--- config.mk ---
export PLATFORM = sky130hd
export DESIGN_NAME = chaos_lfsr_gen
export DESIGN_NICKNAME = d
export VERILOG_FILES = /design/src/rtl/cmg_pkg.sv /design/src/rtl/cmg_lfsr.sv /design/src/rtl/cmg_logistic.sv /design/src/rtl/cmg_mix.sv /design/src/rtl/chaos_lfsr_gen.sv
export SDC_FILE = /design/constraint.sdc
export NUM_CORES = 1
export LEC_CHECK = 0
export BUFFER_PORTS_ARGS = -buffer_cell sky130_fd_sc_hd__buf_4
export CAP_MARGIN = 15
export CORE_ASPECT_RATIO = 1.5
export CORE_MARGIN = 8
export CORE_UTILIZATION = 67
export CTS_CLUSTER_DIAMETER = 60
export DETAILED_ROUTE_END_ITERATION = 10
export GPL_TIMING_DRIVEN = 0
export HOLD_SLACK_MARGIN = 0.06
export PLACE_DENSITY = 0.87
export SETUP_SLACK_MARGIN = 0.05
export SLEW_MARGIN = 20
export SYNTH_ARGS = -nofsm -noshare
export SYNTH_HDL_FRONTEND = slang
export SYNTH_SLANG_ARGS = --single-unit
--- constraint.sdc ---
create_clock -name clk_i -period 15.8 [get_ports clk_i]
set_input_delay 2.37 -clock clk_i [delete_from_list [all_inputs] [get_ports clk_i]]
set_output_delay 2.37 -clock clk_i [all_outputs]
set_load 0.05 [all_outputs]
--- src/rtl/cmg_pkg.sv ---
package cmg_pkg;
  typedef enum logic {
    MODE_EXT = 1'b0,
    MODE_INT = 1'b1
  } fb_mode_e;

  localparam int unsigned LFSR_W  = 16;
  localparam int unsigned X_W     = 16;
  localparam int unsigned R_FRAC  = 14;
  localparam int unsigned R_W     = R_FRAC + 3;
  localparam logic [LFSR_W-1:0] TAPS_EXT   = 16'hD008;
  localparam logic [X_W-1:0]    X_RESCUE   = 16'h9E37;
endpackage

--- src/rtl/cmg_lfsr.sv ---
module cmg_lfsr
  import cmg_pkg::*;
#(
  parameter int unsigned         W    = LFSR_W,
  parameter logic [W-1:0]        TAPS = TAPS_EXT
) (
  input  logic         clk_i,
  input  logic         rst_ni,
  input  logic         load_i,
  input  logic         step_i,
  input  fb_mode_e     mode_i,
  input  logic [W-1:0] seed_i,
  output logic         out_o,
  output logic [W-1:0] state_o
);
  // internal form mask: taps rotated by one (x^W term maps to bit 0)
  localparam logic [W-1:0] GAL_MASK = {TAPS[W-2:0], TAPS[W-1]};
  localparam logic [W-1:0] SEED_ONE = W'(1);

  logic [W-1:0] s_q;
  fb_mode_e     mode_q;
  logic [W-1:0] ext_next;
  logic [W-1:0] int_next;
  logic         ext_fb;

  assign ext_fb = ^(s_q & TAPS);

  generate
    for (genvar i = 0; i < W; i++) begin : g_bit
      if (i == 0) begin : g_lo
        assign ext_next[i] = ext_fb;
        assign int_next[i] = GAL_MASK[i] & s_q[W-1];
      end else begin : g_hi
        assign ext_next[i] = s_q[i-1];
        assign int_next[i] = s_q[i-1] ^ (GAL_MASK[i] & s_q[W-1]);
      end
    end
  endgenerate

  always_ff @(posedge clk_i or negedge rst_ni) begin
    if (!rst_ni) begin
      s_q    <= SEED_ONE;
      mode_q <= MODE_EXT;
    end else if (load_i) begin
      s_q    <= (seed_i == '0) ? SEED_ONE : seed_i;
      mode_q <= mode_i;
    end else if (step_i) begin
      s_q    <= (mode_q == MODE_INT) ? int_next : ext_next;
    end
  end

  assign out_o   = s_q[W-1];
  assign state_o = s_q;
endmodule

--- src/rtl/cmg_logistic.sv ---
module cmg_logistic
  import cmg_pkg::*;
#(
  parameter int unsigned       XW     = X_W,
  parameter int unsigned       RF     = R_FRAC,
  parameter logic [XW-1:0]     RESCUE = X_RESCUE
) (
  input  logic          clk_i,
  input  logic          rst_ni,
  input  logic          load_i,
  input  logic          step_i,
  input  logic [XW-1:0] x_i,
  input  logic [RF+2:0] r_i,
  output logic          msb_o,
  output logic [XW-1:0] x_o,
  output logic [RF+2:0] r_o
);
  localparam int unsigned RW    = RF + 3;
  localparam int unsigned P1W   = 2 * XW + 1;
  localparam int unsigned P2W   = RW + XW;
  localparam logic [RW-1:0] R_LO = RW'(1) << RF;
  localparam logic [RW-1:0] R_HI = RW'(4) << RF;
  localparam logic [XW:0]   X_ONE = (XW+1)'(1) << XW;

  logic [XW-1:0]  x_q;
  logic [RW-1:0]  r_q;
  logic [XW:0]    one_minus;
  logic [P1W-1:0] prod1;
  logic [XW-1:0]  xx;
  logic [P2W-1:0] prod2;
  logic [P2W-1:0] scaled;
  logic [XW-1:0]  sat;
  logic [XW-1:0]  x_next;
  logic [XW-1:0]  x_load;
  logic [RW-1:0]  r_load;

  function automatic logic [XW-1:0] guard(input logic [XW-1:0] v);
    return ((v == '0) || (v == '1)) ? RESCUE : v;
  endfunction

  assign one_minus = X_ONE - {1'b0, x_q};
  assign prod1     = P1W'(x_q) * P1W'(one_minus);
  assign xx        = prod1[2*XW-1:XW];
  assign prod2     = P2W'(r_q) * P2W'(xx);
  assign scaled    = prod2 >> RF;
  assign sat       = (scaled >= P2W'(X_ONE)) ? '1 : scaled[XW-1:0];
  assign x_next    = guard(sat);

  assign x_load = guard(x_i);
  assign r_load = (r_i > R_HI) ? R_HI : ((r_i < R_LO) ? R_LO : r_i);

  always_ff @(posedge clk_i or negedge rst_ni) begin
    if (!rst_ni) begin
      x_q <= RESCUE;
      r_q <= R_HI;
    end else if (load_i) begin
      x_q <= x_load;
      r_q <= r_load;
    end else if (step_i) begin
      x_q <= x_next;
    end
  end

  assign msb_o = x_q[XW-1];
  assign x_o   = x_q;
  assign r_o   = r_q;
endmodule

--- src/rtl/cmg_mix.sv ---
module cmg_mix (
  input  logic clk_i,
  input  logic rst_ni,
  input  logic load_i,
  input  logic step_i,
  input  logic lin_i,
  input  logic chaos_i,
  output logic bit_o,
  output logic valid_o
);
  always_ff @(posedge clk_i or negedge rst_ni) begin
    if (!rst_ni) begin
      bit_o   <= 1'b0;
      valid_o <= 1'b0;
    end else if (load_i) begin
      valid_o <= 1'b0;
    end else if (step_i) begin
      bit_o   <= lin_i ^ chaos_i;
      valid_o <= 1'b1;
    end
  end
endmodule

--- src/rtl/chaos_lfsr_gen.sv ---
module chaos_lfsr_gen
  import cmg_pkg::*;
(
  input  logic              clk_i,
  input  logic              rst_ni,
  input  logic              load_i,
  input  logic              mode_i,
  input  logic [LFSR_W-1:0] seed_i,
  input  logic [X_W-1:0]    map_x_i,
  input  logic [R_W-1:0]    map_r_i,
  input  logic              enable_i,
  output logic              bit_o,
  output logic              valid_o
);
  logic              step;
  logic              lin_bit;
  logic              chaos_bit;
  logic [LFSR_W-1:0] lfsr_state;
  logic [X_W-1:0]    map_x;
  logic [R_W-1:0]    map_r;
  fb_mode_e          mode_sel;

  assign step     = enable_i & ~load_i;
  assign mode_sel = fb_mode_e'(mode_i);

  cmg_lfsr #(.W(LFSR_W), .TAPS(TAPS_EXT)) u_lfsr (
    .clk_i   (clk_i),
    .rst_ni  (rst_ni),
    .load_i  (load_i),
    .step_i  (step),
    .mode_i  (mode_sel),
    .seed_i  (seed_i),
    .out_o   (lin_bit),
    .state_o (lfsr_state)
  );

  cmg_logistic #(.XW(X_W), .RF(R_FRAC), .RESCUE(X_RESCUE)) u_map (
    .clk_i  (clk_i),
    .rst_ni (rst_ni),
    .load_i (load_i),
    .step_i (step),
    .x_i    (map_x_i),
    .r_i    (map_r_i),
    .msb_o  (chaos_bit),
    .x_o    (map_x),
    .r_o    (map_r)
  );

  cmg_mix u_mix (
    .clk_i   (clk_i),
    .rst_ni  (rst_ni),
    .load_i  (load_i),
    .step_i  (step),
    .lin_i   (lin_bit),
    .chaos_i (chaos_bit),
    .bit_o   (bit_o),
    .valid_o (valid_o)
  );
endmodule

==> flow_metrics.env <==
export IMPL_chipHeight_um=230
export IMPL_wl_per_cell_um=23.2
export IMPL_htree_levels=2
export IMPL_ctsHoldBuffers=0
export IMPL_status="finished, final reports clean"
export IMPL_reg2reg_depth=52
export IMPL_numPortBuffers=54
export IMPL_gp_congestion=1.07
export IMPL_relSlewSlack_pct=28.3
export IMPL_drv_slew=0
export IMPL_num_io_pins=56
export IMPL_drt_iter0_markers=989
export IMPL_yosysMostFrequentCell="inv_1"
export IMPL_async_flop_share_pct=100
export IMPL_skew_ns=0.00616
export IMPL_fp_row_count=78
export IMPL_syn_to_final_growth_pct=7.31
export IMPL_cts_buffer_depth=2
export IMPL_clk_pin_slew_ns=0.08
export IMPL_coreArea_um2=30300
export IMPL_numCtsBuffers=5
export IMPL_antenna_found_initial=1
export IMPL_fmax_mhz=64.1
export IMPL_fin_crit_ns=15.59
export IMPL_r2r_end="u_map.x_o[7]$_DFFE_PN0P_"
export IMPL_synthTopCellsByArea="fa_1, ha_1, inv_1"
export IMPL_hold_path_end="u_mix.bit_o$_DFFE_PN0P_"
export IMPL_path_max_fanout=10
export IMPL_first_pass_iters=5
export IMPL_rsz0062_at_grt="false"
export IMPL_grt_start_max_net_pins=53
export IMPL_critical_path_required_ns=15.98
export IMPL_rr_startpoint="u_map.x_o[1]$_DFFE_PN1P_"
export IMPL_grt_ovfl_total=0
export IMPL_synth_top_area_share_pct=40.3
export IMPL_clock_latency_ns=0.31
export IMPL_hold_class="flip-flop to flip-flop"
export IMPL_period_share_pct=98.7
export IMPL_hold_viol_final=0
export IMPL_synth_area_um2=20500
export IMPL_drt_met1_wl_um=20300
export IMPL_wl_met2_um=33400
export IMPL_drcViolationCount=0
export IMPL_endpoint_kind="flip-flop"
export IMPL_dp_hpwl_um=54600
export IMPL_yosysWarnings=0
export IMPL_syn_area_per_cell_um2=8.81
export IMPL_wirelength_um=65200
export IMPL_postRouteAntennaNets=0
export IMPL_yosysSeqAreaShare_pct=6.41
export IMPL_min_from="u_mix.bit_o$_DFFE_PN0P_"
export IMPL_start_util_pct=67.8
export IMPL_worstPathArrival_ns=15.77
export IMPL_synthCells=2330
export IMPL_critPathKind="flip-flop to flip-flop"
export IMPL_fin_nets=3090
export IMPL_die_area_um2=36600
export IMPL_layout_drive_gt1_share_pct=6.98
export IMPL_critical_path_max_stage_delay_ns=0.62
export IMPL_start_kind="flip-flop"
export IMPL_synth_area_leader_cell="fa_1"
export IMPL_maxCapViolCount=0
export IMPL_ys_ff_latch=52
export IMPL_vias=17247
export IMPL_cts_tree="built"
export IMPL_grt_pass1_vias=19362
export IMPL_grt_total_usage_pct=36.2
export IMPL_clock_sinks=52
export IMPL_ys_top_cells_by_count="inv_1, fa_1, nand2_1"
export IMPL_synth_edf_count=0
export IMPL_ys_flop_type="dfrtp_1"
export IMPL_dr_max_layer_used="met4"
export IMPL_tightest_slew_ns=1.07
export IMPL_setup_viol=0
export IMPL_ys_types=74
export IMPL_routed_via_density=6.14
export IMPL_instances_no_fill=2807
export IMPL_ctsRootBufferMaster="clkbuf_16"
export IMPL_grt_pass1_wl_um=102000
export IMPL_ff2ff_setup_slack_ns=0.21
export IMPL_met3_wirelength_um=3990
export IMPL_crit_top_cell="fa_1"
export IMPL_fillCellCount=2300
export IMPL_hold_depth=2
export IMPL_die_x_um=159
export IMPL_dp_cells=2795
export IMPL_slowest_stage="fa_1"
-- area by class of cell --
class | instances | area, um^2 | area share [%]
buffer | 101 | 439 | 1.99
inverter | 488 | 1840 | 8.33
sequential | 52 | 1320 | 5.98
antenna | 1 | 2.50 | 0.0114
multi-input combinational | 1696 | 17300 | 78.6
clock inverter | 3 | 21.3 | 0.0966
clock buffer | 5 | 125 | 0.568
timing repair buffer | 61 | 483 | 2.19
tap | 400 | 500 | 2.27
-- metal layers --
metal	GRT usage, %	vias to the layer above
met5	0	-
met4	34.5	0
met3	5.13	395
met2	65.1	878
met1	35.0	8646
li1	-	7328
-- registers in the layout, indices dropped and copies added, names as in the netlist --
register        flops
u_lfsr.state_o     16
u_mix.valid_o       1
u_map.r_o          17
u_mix.bit_o         1
u_map.x_o          16
u_lfsr.mode_q       1
-- critical path: cells and delay by family, from the launching register on --
family                     cells  cell delay, ns
buffers and inverters          9            1.41
DFF                            1            0.41
and+or+nand+nor               16            3.31
adders and majority gates     16            7.39
AOI/OAI and AO/OA             11            2.84
-- cells by family (layout without fill, tap and decap cells) --
kind of cell / count (synthesis) / in the layout / synth area share, %
xor gates and xnor gates: 34 / 34 / 1.45
buffers and inverters: 593 / 658 / 10.9
DFF: 52 / 52 / 6.41
and+or+nand+nor: 766 / 766 / 19.5
other: 2 / 14 / 0.0366
muxes: 18 / 18 / 0.896
AOI/OAI and AO/OA: 234 / 234 / 7.28
adders and majority gates: 631 / 631 / 53.6
-- through the flow --
step | TNS (ns) | cell area (um^2) | setup WS [ns] | hold slack (ns) | utilization (%)
after floorplan | 0 | 20600 | 2.28 | 0.527 | -
after global placement | -21.46 | 21500 | -1.44 | 0.471 | 71.0
after detailed placement | -23.81 | 21500 | -1.58 | 0.495 | 71.0
after CTS | 0 | 21800 | 0.0512 | 0.515 | 72.1
after global routing | 0 | 22000 | 0.00246 | 0.528 | 72.8
final | 0 | 22000 | 0.209 | 0.514 | 72.8
-- how the worst max path moves through the flow --
| stage | startpoint | end | slack [ns] |
|---|---|---|---|
| final | u_map.x_o[1]$_DFFE_PN1P_ | u_map.x_o[7]$_DFFE_PN0P_ | 0.21 |
| after global routing | u_map.x_o[1]$_DFFE_PN1P_ | u_map.x_o[7]$_DFFE_PN0P_ | 0.002 |
| after CTS | u_map.x_o[1]$_DFFE_PN1P_ | u_map.x_o[7]$_DFFE_PN0P_ | 0.05 |
| after detailed placement | u_map.x_o[1]$_DFFE_PN1P_ | u_map.x_o[9]$_DFFE_PN1P_ | -1.58 |
| after global placement | u_map.x_o[1]$_DFFE_PN1P_ | u_map.x_o[7]$_DFFE_PN0P_ | -1.44 |
| after floorplan | u_map.x_o[1]$_DFFE_PN1P_ | u_map.x_o[13]$_DFFE_PN0P_ | 2.28 |
-- layout by cell type (no fill, tap or decap), types with 25 or more instances in the layout --
cell type  instances
a21o_1            28
a21oi_1           55
and2_1            95
buf_4             61
clkbuf_1          67
dfrtp_1           40
fa_1             412
ha_1             216
inv_1            486
nand2_1          270
nand2b_1         113
nor2_1            53
nor2b_1           96
nor3_1            26
nor4_1            25
o21ai_0           57
-- what timing repair did --
item,CTS,global route
endpoints found under the setup margin,16,16
pin swaps,2,3
resized for setup,40,54
setup buffers,3,4
Power is left out: the tool's default activity adds up to more than one toggle a clock period on the data nets, which glitch-free logic cannot reach.
